<file path="src/rtl/async_link_pkg.sv">
`timescale 1ns/100ps
package async_link_pkg;

    typedef enum logic [2:0] {
        RX_IDLE,
        RX_START,
        RX_DATA,
        RX_PARITY,
        RX_STOP
    } rx_state_t;

    typedef enum logic [2:0] {
        TX_IDLE,
        TX_START,
        TX_DATA,
        TX_PARITY,
        TX_STOP
    } tx_state_t;

endpackage

</file>
<file path="src/rtl/async_link_timer.sv">
`timescale 1ns/100ps
// Bit-time counter: wraps every DIV clocks; tick marks the last clock of
// a full bit, or of half a bit when half_mode is set.
module async_link_timer #(
    parameter int DIV = 512
) (
    input  logic clk,
    input  logic clear,
    input  logic half_mode,
    output logic tick
);
    localparam int CW = (DIV > 2) ? $clog2(DIV) : 2;
    localparam logic [CW-1:0] FULL_END = CW'(DIV - 1);
    localparam logic [CW-1:0] HALF_END = CW'(DIV / 2 - 1);

    logic [CW-1:0] cnt;

    always_ff @(posedge clk) begin
        if (clear) begin
            cnt <= '0;
        end else if (cnt == FULL_END) begin
            cnt <= '0;
        end else begin
            cnt <= cnt + 1'b1;
        end
    end

    always_comb begin
        tick = half_mode ? (cnt == HALF_END) : (cnt == FULL_END);
    end
endmodule

</file>
<file path="src/rtl/async_link_rx.sv">
`timescale 1ns/100ps
module async_link_rx
    import async_link_pkg::*;
#(
    parameter int DIV = 512,
    parameter int DW  = 8
) (
    input  logic          clk,
    input  logic          rst,
    input  logic          parity_en,
    input  logic          rxd_s,
    output logic [DW-1:0] data,
    output logic          valid,
    output logic          par_fault
);
    localparam int BW = (DW > 2) ? $clog2(DW) : 2;
    localparam logic [BW-1:0] LAST_IDX = BW'(DW - 1);

    rx_state_t     state, nxt;
    logic [DW-1:0] shreg;
    logic [BW-1:0] idx;
    logic          bad_q;
    logic          tick;
    logic          tclr;
    logic          half_sel;

    assign half_sel = (state == RX_START);
    assign tclr     = rst || (state == RX_IDLE) || (half_sel && tick);

    async_link_timer #(.DIV(DIV)) u_timer (
        .clk       (clk),
        .clear     (tclr),
        .half_mode (half_sel),
        .tick      (tick)
    );

    always_comb begin
        nxt = state;
        unique case (state)
            RX_IDLE:   if (!rxd_s) nxt = RX_START;
            RX_START:  if (tick) nxt = rxd_s ? RX_IDLE : RX_DATA;
            RX_DATA:   if (tick && idx == LAST_IDX) nxt = parity_en ? RX_PARITY : RX_STOP;
            RX_PARITY: if (tick) nxt = RX_STOP;
            RX_STOP:   if (tick) nxt = RX_IDLE;
            default:   nxt = RX_IDLE;
        endcase
    end

    always_ff @(posedge clk) begin
        if (rst) begin
            state <= RX_IDLE;
            shreg <= '0;
            idx   <= '0;
            bad_q <= 1'b0;
        end else begin
            state <= nxt;
            unique case (state)
                RX_IDLE: begin
                    idx   <= '0;
                    bad_q <= 1'b0;
                end
                RX_DATA: begin
                    if (tick) begin
                        shreg <= {rxd_s, shreg[DW-1:1]};
                        idx   <= idx + 1'b1;
                    end
                end
                RX_PARITY: begin
                    if (tick) bad_q <= ^{shreg, rxd_s};
                end
                default: ;
            endcase
        end
    end

    always_comb begin
        valid     = (state == RX_STOP) && tick;
        par_fault = valid && bad_q;
        data      = shreg;
    end
endmodule

</file>
<file path="src/rtl/async_link_tx.sv">
`timescale 1ns/100ps
module async_link_tx
    import async_link_pkg::*;
#(
    parameter int DIV = 512,
    parameter int DW  = 8
) (
    input  logic          clk,
    input  logic          halt,
    input  logic          parity_en,
    input  logic [DW-1:0] din,
    input  logic          start,
    output logic          ready,
    output logic          txd,
    output logic          oe,
    output logic          done
);
    localparam int BW = (DW > 2) ? $clog2(DW) : 2;
    localparam logic [BW-1:0] LAST_IDX = BW'(DW - 1);

    tx_state_t     state, nxt;
    logic [DW-1:0] shreg;
    logic [BW-1:0] idx;
    logic          par_q;
    logic          tick;
    logic          tclr;

    assign tclr = halt || (state == TX_IDLE);

    async_link_timer #(.DIV(DIV)) u_timer (
        .clk       (clk),
        .clear     (tclr),
        .half_mode (1'b0),
        .tick      (tick)
    );

    always_comb begin
        nxt = state;
        unique case (state)
            TX_IDLE:   if (start) nxt = TX_START;
            TX_START:  if (tick) nxt = TX_DATA;
            TX_DATA:   if (tick && idx == LAST_IDX) nxt = parity_en ? TX_PARITY : TX_STOP;
            TX_PARITY: if (tick) nxt = TX_STOP;
            TX_STOP:   if (tick) nxt = TX_IDLE;
            default:   nxt = TX_IDLE;
        endcase
    end

    always_ff @(posedge clk) begin
        if (halt) begin
            state <= TX_IDLE;
            shreg <= '0;
            idx   <= '0;
            par_q <= 1'b0;
            done  <= 1'b0;
        end else begin
            state <= nxt;
            done  <= (state == TX_STOP) && tick;
            unique case (state)
                TX_IDLE: begin
                    if (start) begin
                        shreg <= din;
                        par_q <= ^din;
                        idx   <= '0;
                    end
                end
                TX_DATA: begin
                    if (tick) begin
                        shreg <= {1'b0, shreg[DW-1:1]};
                        idx   <= idx + 1'b1;
                    end
                end
                default: ;
            endcase
        end
    end

    always_comb begin
        ready = (state == TX_IDLE) && !halt;
        oe    = (state != TX_IDLE);
        unique case (state)
            TX_START:  txd = 1'b0;
            TX_DATA:   txd = shreg[0];
            TX_PARITY: txd = par_q;
            default:   txd = 1'b1;
        endcase
    end
endmodule

</file>
<file path="src/rtl/async_link.sv">
`timescale 1ns/100ps
module async_link #(
    parameter int CLK_DIV = 512,
    parameter int DATA_W  = 8
) (
    input  logic              clk,
    input  logic              cs,
    input  logic              parity_en,
    input  logic              rxd,
    output logic [DATA_W-1:0] rx_data,
    output logic              rx_valid,
    output logic              rx_parity_err,
    input  logic [DATA_W-1:0] tx_data,
    input  logic              tx_start,
    output logic              tx_ready,
    output logic              tx_done,
    output logic              txd,
    output logic              tx_oe
);
    logic rxd_meta;
    logic rxd_s;
    logic err_q;
    logic fault;
    logic rst;
    logic halt;

    assign rst  = !cs;
    assign halt = rst || err_q;

    always_ff @(posedge clk) begin
        if (rst) begin
            rxd_meta <= 1'b1;
            rxd_s    <= 1'b1;
            err_q    <= 1'b0;
        end else begin
            rxd_meta <= rxd;
            rxd_s    <= rxd_meta;
            err_q    <= err_q | fault;
        end
    end

    async_link_rx #(.DIV(CLK_DIV), .DW(DATA_W)) u_rx (
        .clk       (clk),
        .rst       (rst),
        .parity_en (parity_en),
        .rxd_s     (rxd_s),
        .data      (rx_data),
        .valid     (rx_valid),
        .par_fault (fault)
    );

    async_link_tx #(.DIV(CLK_DIV), .DW(DATA_W)) u_tx (
        .clk       (clk),
        .halt      (halt),
        .parity_en (parity_en),
        .din       (tx_data),
        .start     (tx_start),
        .ready     (tx_ready),
        .txd       (txd),
        .oe        (tx_oe),
        .done      (tx_done)
    );

    assign rx_parity_err = err_q;
endmodule

</file>
<file path="config.mk">
export PLATFORM = sky130hd
export DESIGN_NAME = async_link
export DESIGN_NICKNAME = d
export VERILOG_FILES = /design/src/rtl/async_link_pkg.sv /design/src/rtl/async_link_timer.sv /design/src/rtl/async_link_rx.sv /design/src/rtl/async_link_tx.sv /design/src/rtl/async_link.sv
export SDC_FILE = /design/constraint.sdc
export NUM_CORES = 1
export LEC_CHECK = 0
export ABC_CLOCK_PERIOD_IN_PS = 2300
export BUFFER_PORTS_ARGS = -buffer_cell sky130_fd_sc_hd__clkbuf_2
export CAP_MARGIN = 10
export CORE_ASPECT_RATIO = 1.25
export CORE_MARGIN = 2
export CORE_UTILIZATION = 58
export CTS_CLUSTER_SIZE = 30
export DETAILED_ROUTE_END_ITERATION = 8
export PLACE_DENSITY = 0.89
export SKIP_LAST_GASP = 1
export SYNTH_ARGS = -nofsm -noshare
export SYNTH_HDL_FRONTEND = slang
export SYNTH_SLANG_ARGS = --single-unit
export TNS_END_PERCENT = 30
</file>
<file path="constraint.sdc">
create_clock -name clk -period 2.3 [get_ports clk]
set_input_delay 0.46 -clock clk [delete_from_list [all_inputs] [get_ports clk]]
set_output_delay 0.46 -clock clk [all_outputs]
set_load 0.1 [all_outputs]
</file>
Word level (Yosys, flattened, before mapping). Cells that the tools add are included.

Register bits after elaboration: 52. Bits of input ports: 13. Output and inout bits: 14.

$add $sub $neg: 4. Equal/unequal tests: 25. Mux-type cells: 26. Bitwise gates (word level): 1. Reduce and logical (&&, ||, !) cells: 30.

Operator list (count): two-way mux 3 bit (14); case mux 3 bit (5 select lines) (2); != test 2 x 1 -> 1 bit (second input constant) (10); adder 9 x 1 -> 9 bit (second input constant) (2); == test 9 bit (second input constant) (2); two-way mux 8 bit (2); case mux 8 bit (2 select lines) (1); == test 3 x 2 -> 1 bit (second input constant) (4); == test 3 bit (second input constant) (4); case mux 3 bit (2 select lines) (2); AND reduction 5 bit (2); == test 9 x 8 -> 1 bit (second input constant) (1); XOR reduction 9 bit (1); AND reduction 2 bit (4); XOR reduction 8 bit (1); logical AND 1 bit (7); adder 3 x 1 -> 3 bit (second input constant) (2); == test 3 x 1 -> 1 bit (second input constant) (2); zero test 3 bit (2); nonzero test 2 bit (3); logical OR 1 bit (4); != test 2 bit (second input constant) (2); OR reduction 2 bit (2); case mux 1 bit (3 select lines) (1); other kinds (7) (9).

Depth between registers and ports, before layout. Gate-level depths: netlist (run 1).

Depth after elaboration: 5. Depth in mapped cells: 10. Gate-level depth less buffers: 9.

Cells and area by module. A second synthesis (run 1) with hierarchy kept.

Cells, all modules: 289. Area, all modules: 2558.7 µm².

Modules (own cells, without submodules): async_link_tx (times used 1, cells each 96, area an instance 865.8 µm², seq. area each 320.3 µm²); async_link_rx (times used 1, cells each 99, area an instance 817.0 µm², seq. area each 300.3 µm²); async_link_timer (times used 2, cells each 43, area an instance 392.9 µm², seq. area each 180.2 µm²); async_link (times used 1, cells each 8, area an instance 90.1 µm², seq. area each 60.1 µm²).

Worst setup path before layout (run 1). No wires, ideal clock.

Kind: register to output. From: register u_tx.state[2]. To: output tx_ready. Arrival: 2.806 ns. Required time: 1.840 ns. Slack: -0.966 ns. Cell stages (with the launch flop): 4. Buffers on the path: 1. Cell sequence: dfxtp_1 > or3_2 > clkbuf_1 > nor2_1.

Cells in the longest elaborated chain, start to end: 2.

Ends and longest elaborated chain: from (decl) (line async_link_tx.sv:21) `tx_state_t state, nxt;`; from (signal assigned) (line async_link_tx.sv:57) `state <= nxt;`; zero test 3 bit (line async_link_tx.sv:79) `ready = (state == TX_IDLE) && !halt;`; logical AND 1 bit (line async_link_tx.sv:79); to (decl) (line async_link.sv:15) `output logic tx_ready,`.

Every way passes these cells.

Worst setup path in the final report (run 1).
From: register u_rx.u_timer.cnt[0]. To: output rx_valid.

Cells in the longest elaborated chain, start to end: 3. Elaborated cells on any way between the ends: 4. Classes of those cells: 2 x eq/ne; 1 x mux; 1 x reduce/logical.

Ends and longest elaborated chain: from (decl) (line async_link_timer.sv:16) `logic [CW-1:0] cnt;`; from (signal assigned) (line async_link_timer.sv:24) `cnt <= cnt + 1'b1;`; == test 9 bit / == test 9 x 8 -> 1 bit (equally long branches) (line async_link_timer.sv:29) `tick = half_mode ? (cnt == HALF_END) : (cnt == FULL_END);`; two-way mux 1 bit (*) (line async_link_timer.sv:29); logical AND 1 bit (*) (line async_link_rx.sv:77) `valid = (state == RX_STOP) && tick;`; to (decl) (line async_link.sv:11) `output logic rx_valid,`.

Every way passes the cells marked *; elsewhere a longest branch is shown, timed or not.

==> metrics.txt, run 1 <==
status finished, final reports clean; Synth async-reset ratio 0%; CTS clk-pin slew, worst paths ~0.080 ns; critical path endpoint category primary output; cts hold-fix bufs 0; peak supply drop ~0.46 mV; layout cell share with drive strength beyond 1 approximately 20%; IO buf count 26; Placed Instances about 350; Synth Register Bits 52; final worst-path cycle share roughly 97%; Cell Rows 26; overall power around 1800 uW; drt first pass iters 4; dpl hpwl approximately 3.2 mm; Critical Path Start Type flip-flop; most frequent cell after synthesis dfxtp_1; TritonCTS clock tree yes; post-place setup slack around 0.14 ns; CTS Buffer Depth 2; Pwr Density 618 nW/um^2; antenna viol nets, final 0; synth warn 0; routed vias/inst between 5 and 6; Iter 0 DRT Violations 107; final hold vios 0; final setup fails 0; Cell Count, Final, Fillers Out 359; synth cell count leaders dfxtp_1, nor2_1, nand2_1; total CTS buffers 5; core area ~4100 um^2; Die Y around 77 um; Least-Margin Pin Slew between 0.5 and 0.6 ns; Cells after Synth roughly 270; hold crit path type primary input to flip-flop; first-pass GRT wire length around 7.8 mm; Synth Net Count 295; Period minus WS final ~2.2 ns; Starting Density around 60%; Avg Cell Area, Syn ~9 um^2; fmax roughly 450 MHz; Routability Congestion between 0.7 and 0.8; DRC viols 0; ys flop type dfxtp_1; top cells by area, synth dfxtp_1, xnor2_1, nor2_1; max_cap viols 0; final worst slack 0.0746 ns; Slew HR a little under two thirds; CTS HTree Levels 2; die extent in x between 60 and 70 um; sequential cell area fraction in the yosys report between 40% and 50%; Final Routed Wirelength 4.56 mm; clk root buf clkbuf_8; Yosys cell types just under 50; antenna cells 0; count of flip-flops with a built-in enable after synthesis 0; area share of the largest cell type after synthesis a little over two fifths; later-pin clock latency in the skew report ~0.30 ns; Static Leakage about 0.0011 uW; Ports 27; gr usage total 20.1%; CP Data Required Time between 1.5 and 2 ns; vias in the first global route 1835; clk sink count 52; Clock Skew roughly 0.012 ns; WP data arrival between 1.5 and 2 ns; area leader, netlist dfxtp_1; mapped cell area ~2500 um^2; P&R area growth vs syn 16.6%; die area between 4000 and 5000 um^2; initial antenna violation count 0; critical path peak fanout 4; post-layout util between 70% and 80%; critical path class flip-flop to primary output; via count 1935; drt wl/cell approximately 13 um; Fillers ~330; Final #Nets between 300 and 400; GR Overflow Total 0; largest net degree at the start of global routing 22; final slew viol count 0
what timing repair did:
action | in CTS | in global routing
pin swaps | 1 | 2
setup buffers | 4 | 0
resized for setup | 8 | 3
setup endpoints to repair | 1 | 1
cells in the final DEF, fill, tap and decap left out, types with 2 or more instances in the layout:
| cell type | instances |
|---|---|
| nand2b_1 | 4 |
| buf_4 | 9 |
| nor2_2 | 2 |
| nor2b_1 | 6 |
| ha_1 | 7 |
| clkbuf_2 | 24 |
| and2_1 | 2 |
| nor3_1 | 4 |
| nand3_1 | 9 |
| inv_1 | 9 |
| clkbuf_8 | 6 |
| nor3b_1 | 2 |
| nor2_1 | 32 |
| a211oi_1 | 7 |
| o21ai_0 | 4 |
| ha_4 | 2 |
| buf_12 | 2 |
| dfxtp_1 | 50 |
| mux2i_1 | 9 |
| dfxtp_2 | 2 |
| xor2_1 | 8 |
| a21oi_1 | 10 |
| and3_4 | 2 |
| and3_1 | 8 |
| a21boi_0 | 10 |
| xnor2_1 | 16 |
| nand2_1 | 27 |
registers in the layout, summed over array words and instances (netlist names), 3 cells and up:
register,cells
u_rx.idx,3
u_tx.shreg,8
u_tx.state,3
u_rx.u_timer.cnt,9
u_rx.state,3
u_tx.idx,3
u_tx.u_timer.cnt,9
u_rx.data,8
per-layer routing:
metal / up-vias / track usage [%] / wire (um)
met1: 918 / 21.8 / 1930
li1: 994 / - / -
met3: 6 / 4.55 / 91
met4: 0 / 6.67 / 61
met5: - / 0 / 0
met2: 17 / 38.0 / 2480
cell type report:
type                            instances  area (um^2)  share of cell area [%]
Multi-Input combinational cell        199         1380                    48.0
Sequential cell                        52         1040                    36.3
Timing Repair Buffer                   35          228                    7.91
Clock buffer                            6         82.6                    2.87
Tap cell                               56         70.1                    2.43
Clock inverter                          2         38.8                    1.35
Inverter                                9         33.8                    1.17
worst max-delay path, stage by stage, from the launching register on:
cell     delay (ns)
dfxtp_2        0.36
ha_4           0.16
nand3_4        0.08
nor2_2         0.14
and3_4         0.21
ha_4           0.14
and3_4         0.21
buf_12         0.17
metrics by stage:
stage / TNS, ns / hold WS [ns] / area [um^2]
5_1_grt: -0.0111 / 0.350 / 2880
3_5_place_dp: 0 / 0.398 / 2680
3_3_place_gp: 0 / 0.390 / 2680
2_1_floorplan: -0.122 / 0.386 / 2480
4_1_cts: 0 / 0.330 / 2850
6_report: 0 / 0.337 / 2880
power breakdown:
part	switching, uW	internal, uW
Sequential	18.2	922
Combinational	115	69.3
Clock	299	356
path summary, 6_finish.rpt:
path	startpoint	end	slack, ns	cells after the start
min	rxd	rxd_meta	0.34	2
min reg2reg	rxd_meta	rxd_s	0.41	1
max reg2reg	u_tx.u_timer.cnt[3]	u_tx.shreg[5]	0.27	8
max	u_rx.u_timer.cnt[0]	rx_valid	0.07	7
kinds of logic (layout without fill, tap and decap cells):
logic type	after synthesis	count (layout)	synth area share, %
simple gates	112	112	22.7
flops	52	52	42.2
compound gates	44	44	13.3
xor+xnor	25	25	9.43
buf+inv	22	52	4.16
fa+ha+maj	9	9	4.56
mux	9	9	3.65
No activity file was read; power rests on OpenSTA's default activity.
==> run 2: changes to the inputs <==
BUFFER_PORTS_ARGS = -buffer_cell sky130_fd_sc_hd__buf_2   (was -buffer_cell sky130_fd_sc_hd__clkbuf_2)
==> run 2 against run 1 <==
  * Clock skew fell by 0.0015 ns
  * Worst setup slack better by 0.011 ns
  * First-iteration DRC count fell by 27%
  * Die area unchanged
  * Register-to-register slack worse by 0.03 ns
  * Flip-flop and latch count unchanged
  * Global-route usage fell by 2.1 points
  * Sequential power barely moved
  * Cell count decreased by 0.56%
  * Power shrank 6.6%
  * Largest power group unchanged
  * Highest routed layer unchanged
==> metrics.txt, run 2 (synthesis results as in run 1) <==
hold crit path type primary input to flip-flop; initial antenna violation count 0; post-layout util a little over two thirds; final slew viol count 0; dpl hpwl about 3.0 mm; Least-Margin Pin Slew 0.486 ns; peak supply drop approximately 0.52 mV; Pwr Density 585 nW/um^2; critical path endpoint category primary output; Iter 0 DRT Violations 78; later-pin clock latency in the skew report approximately 0.30 ns; antenna viol nets, final 0; Starting Density approximately three fifths; most frequent cells in the layout dfxtp_1, nor2_1, nand2_1; die area ~4800 um^2; via count 1891; layout cell share with drive strength beyond 1 19.3%; CP cell instances ha_4, nand3_4, nor2_4, and3_4, ha_4, and3_4, buf_12; Clock Skew between 0.01 and 0.015 ns; drt wl/cell 12.1 um; Die Y 76.9 um; die extent in x slightly above 60 um; commonest non-fill, non-tap cell in the layout dfxtp_1; Ports 27; routed vias/inst around 5.3; Static Leakage around 0.0011 uW; CTS Buffer Depth 2; first-pass GRT wire length 7.00 mm; Largest stage delay, worst path ~0.38 ns; critical path peak fanout 4; fmax 452 MHz; family with the most delay on the worst path simple AND/OR/NAND/NOR gates; RSZ-0062 raised after global routing no; final setup fails 0; vias in the first global route 1664; critical path class flip-flop to primary output; overall power roughly 1700 uW; Period minus WS final 2.21 ns; final worst-path cycle share a little over nine tenths; Critical Path Start Type flip-flop; largest net degree at the start of global routing 22; CP Buf/Inv Count 1; TritonCTS clock tree yes; Routability Congestion 0.786; slowest CP cell dfxtp_4; Final #Nets between 300 and 400; antenna cells 0; clk root buf clkbuf_8; wl on met1 between 1.5 and 2 mm; biggest regs u_rx.u_timer.cnt x9, u_tx.u_timer.cnt x9; drt first pass iters 4; CTS clk-pin slew, worst paths 0.08 ns; DRC viols 0; total CTS buffers 5; Final Routed Wirelength 4.31 mm; status finished, final reports clean; CTS HTree Levels 2; final hold vios 0; Slew HR 67.8%; gr usage total 18.0%; GR Overflow Total 0; IO buf count 26; P&R area growth vs syn 15.2%; top sig layer met4; max_cap viols 0; DR WL met2 2.22 mm; Cell Rows 26; CP Data Required Time about 1.8 ns; clk sink count 52; core area ~4100 um^2; met3 routed WL 86 um; WP data arrival 1.75 ns
==> run 2: cell count changes in the layout (fill, tap and decap cells not counted), sizes merged <==
| cell | delta |
|---|---|
| clkbuf | -23 |
| buf | +22 |
| bufinv | -1 |
| clkinv | -1 |
| clkinvlp | +1 |
==> run 2: routing by layer <==
metal / GRT usage (%) / vias to the layer above
met3: 4.55 / 12
met5: 0 / -
met2: 32.2 / 20
li1: - / 980
met1: 20.2 / 879
met4: 7.56 / 0
==> run 2: what timing repair did <==
| action | 4_1_cts | 5_1_grt |
|---|---|---|
| setup endpoints to repair | 1 | 3 |
| resized for setup | 7 | 6 |
| hold buffers | 0 | 0 |
| pin swaps | 1 | 0 |
| setup buffers | 2 | 0 |
==> run 2: layout make-up <==
class	instances	area [um^2]
inverters	9	33.8
flip-flops and latches	52	1050
clock inverters	1	7.51
multi-input cells	199	1390
fillers	333	1260
well taps	56	70.1
clock buffers	7	86.3
repair buffers	33	213
==> run 2: metrics by stage <==
stage                     setup slack (ns)  setup TNS [ns]  cells  hold WS, ns  cell area (um^2)
after detailed placement             0.104               0    347        0.394              2680
after floorplan                     -0.122          -0.122    273        0.386              2480
after CTS                          0.00274               0    357        0.337              2800
after global routing                0.0201               0    357        0.330              2840
after global placement               0.222               0    347        0.389              2680
final                               0.0857               0    357        0.340              2840
==> run 2: report_power, final <==
| group | leakage [uW] | switching [uW] | internal [uW] |
|---|---|---|---|
| registers | 0.000423 | 17.3 | 921 |
| clock network | 0.0000445 | 297 | 245 |
| logic | 0.000635 | 113 | 68.7 |
| total | 0.00110 | 427 | 1230 |
==> run 2: path summary, 6_finish.rpt <==
check	slack (ns)	to	from	depth (start not counted)
worst max-delay path	0.09	rx_valid	u_rx.u_timer.cnt[0]	7
worst min-delay path	0.34	rxd_meta	rxd	2
worst max register to register	0.24	u_rx.idx[0]	u_rx.u_timer.cnt[0]	10
worst min register to register	0.41	rxd_s	rxd_meta	1
==> run 3: changes to the inputs <==
SKIP_CTS_REPAIR_TIMING = 1   (was not set)
SYNTH_HIERARCHICAL = 1   (was not set)
==> run 3 against run 2 <==
  * Fmax is 1.9% lower
  * Largest cell class unchanged
  * Highest routed layer unchanged
  * First-iteration DRC count is 28% higher
  * Clock skew is essentially flat
  * Die area rose by 3.5%
  * Register-to-register slack got worse by 0.11 ns
  * Sequential power decreased by 0.4%
  * Power rose by 1.8%
==> metrics.txt, run 3 <==
status finished, final reports clean; CTS clk-pin slew, worst paths about 0.090 ns; Yosys cell types 53; largest family of logic cells by synthesized area simple AND/OR/NAND/NOR gates; die extent in x approximately 63 um; critical path peak fanout 5; fmax ~440 MHz; Avg Cell Area, Syn slightly below 9 um^2; first-pass GRT wire length 8.00 mm; IO buf count 26; Final #Nets approximately 340; critical path endpoint category primary output; synth cell count leaders dfxtp_1, nor2_1, nand2_1; overall power approximately 1700 uW; top cells by area, synth dfxtp_1, ha_1, a21oi_1; most frequent cells in the layout dfxtp_1, nand2_1, nor2_1; Placed Instances around 360; sequential cell area fraction in the yosys report a little over 40%; Routability Congestion 0.870; biggest regs u_rx/u_timer/cnt x9, u_tx/u_timer/cnt x9; CP endpoint rx_valid; antenna viol nets, final 0; xor-xnor portion of the synthesized cell area about 7.4%; family with the most delay on the worst path simple AND/OR/NAND/NOR gates; Clock Skew roughly 0.011 ns; area leader, netlist dfxtp_1; drt first pass iters 4; Synth async-reset ratio 0%; reg2reg setup slack approximately 0.13 ns; CTS HTree Levels 2; Static Leakage roughly 0.0011 uW; TritonCTS clock tree yes; RSZ-0062 raised after global routing yes; vias in the first global route 1917; final setup fails 0; ys flop type dfxtp_1; r2r startpoint u_rx/u_timer/cnt[0]; GR Overflow Total 0; Reg2Reg Depth 10; P&R area growth vs syn 14.6%; clk root buf clkbuf_8; layout cell share with drive strength beyond 1 between 20% and 30%; Die Y between 70 and 80 um; later-pin clock latency in the skew report 0.31 ns; core area 4320 um^2; CP Data Required Time about 1.8 ns; die area 4960 um^2; commonest non-fill, non-tap cell in the layout dfxtp_1; Pwr Density ~580 nW/um^2; most frequent cell after synthesis dfxtp_1; largest net degree at the start of global routing 18; Starting Density between 50% and 60%; area share of the largest cell type after synthesis about two fifths; WP data arrival 1.80 ns; multiplexer share of the synthesized area ~3.6%; gr usage total about a fifth; Cell Rows 27; Simple-Gate Fraction of Synth Area between 20% and 30%; Cell Count, Final, Fillers Out approximately 370; routed vias/inst around 5.5; CP startpoint u_rx/u_timer/cnt[3]; peak supply drop approximately 0.50 mV; Period minus WS final about 2.3 ns; slowest CP cell dfxtp_1; hold crit path type primary input to flip-flop; CP cell instances nand4_2, nor2_2, ha_2, mux2_4, and3_4, buf_12; Synth Register Bits 52; critical path depth 6; Largest stage delay, worst path roughly 0.44 ns; Compound-Gate Fraction of Synth Area roughly 15%; Critical Path Start Type flip-flop; Ports 27; Synth Net Count 312; final hold vios 0; synth warn 6; post-synthesis adder-cell area fraction under 10%; total CTS buffers 5; count of flip-flops with a built-in enable after synthesis 0; dpl hpwl about 3.4 mm; drt wl/cell between 10 and 15 um; antenna cells 0; final slew viol count 0; CTS Buffer Depth 2; Cells after Synth between 200 and 300; DRC viols 0; clk sink count 52; Iter 0 DRT Violations 100; initial antenna violation count 0; final worst-path cycle share 98.1%; mapped cell area 2560 um^2; critical path class flip-flop to primary output; Final Routed Wirelength 4.82 mm; R2R Path End u_rx/data[7]; max_cap viols 0; via count about 2000; CP Buf/Inv Count 1
-- run 3: logic make-up (layout without fill, tap and decap cells) --
kind of cell	Yosys count	count (layout)
flip-flops	52	52
AO/OA/AOI/OAI	59	59
multiplexers	9	9
XOR/XNOR	20	20
buffers and inverters	24	50
adder cells (fa/ha/maj)	10	10
AND/OR/NAND/NOR	114	114
other	1	1
-- run 3: worst min-delay path by stage --
stage / start / slack [ns] / depth (start not counted) / endpoint
finish: rxd / 0.35 / 2 / rxd_meta
global route: rxd / 0.36 / 2 / rxd_meta
CTS: rxd / 0.35 / 2 / rxd_meta
detailed placement: rxd_meta / 0.42 / 1 / rxd_s
global placement: rxd_meta / 0.41 / 1 / rxd_s
floorplan: rxd_meta / 0.39 / 1 / rxd_s
-- run 3: final cells by class --
cell class | instances | area, um^2
clock buffer | 6 | 93.8
multi-input combinational | 213 | 1440
inverter | 8 | 30.0
timing repair buffer | 34 | 235
tap | 58 | 72.6
fill | 379 | 1390
clock inverter | 2 | 12.5
sequential | 52 | 1050
-- run 3: worst register-to-register path, stage by stage (launching register included) --
cell and delay, ns:
dfxtp_4 0.37, ha_4 0.17, nand3_1 0.10, nor2_2 0.06, ha_1 0.18, mux2_4 0.28
buf_4 0.15, and3b_1 0.20, nand2b_1 0.31, nand2_1 0.13, a21oi_1 0.18
-- run 3: power breakdown --
| group | total [uW] | switching (uW) | internal [uW] |
|---|---|---|---|
| Combinational | 178 | 104 | 74.3 |
| Sequential | 934 | 15.9 | 918 |
| Clock | 579 | 301 | 279 |
-- run 3: per-stage QoR --
step	setup slack (ns)	setup TNS [ns]	instance area, um^2	hold WS (ns)	util (%)
final	0.0428	0	2930	0.349	67.8
after global routing	-0.0471	-0.0973	2930	0.362	67.8
after CTS	-0.125	-0.125	2880	0.350	66.5
after detailed placement	0.176	0	2770	0.421	64.0
after global placement	0.259	0	2770	0.409	64.0
after floorplan	-0.0149	-0.0149	2580	0.386	-
-- run 3: layer usage --
layer  GRT usage (%)  share of wire, %  up-vias
li1                -                 -     1040
met1            22.6                42      958
met2            35.3                53       35
met3            3.87               2.4       15
met5               0                 0        -
met4            9.57               2.6        0
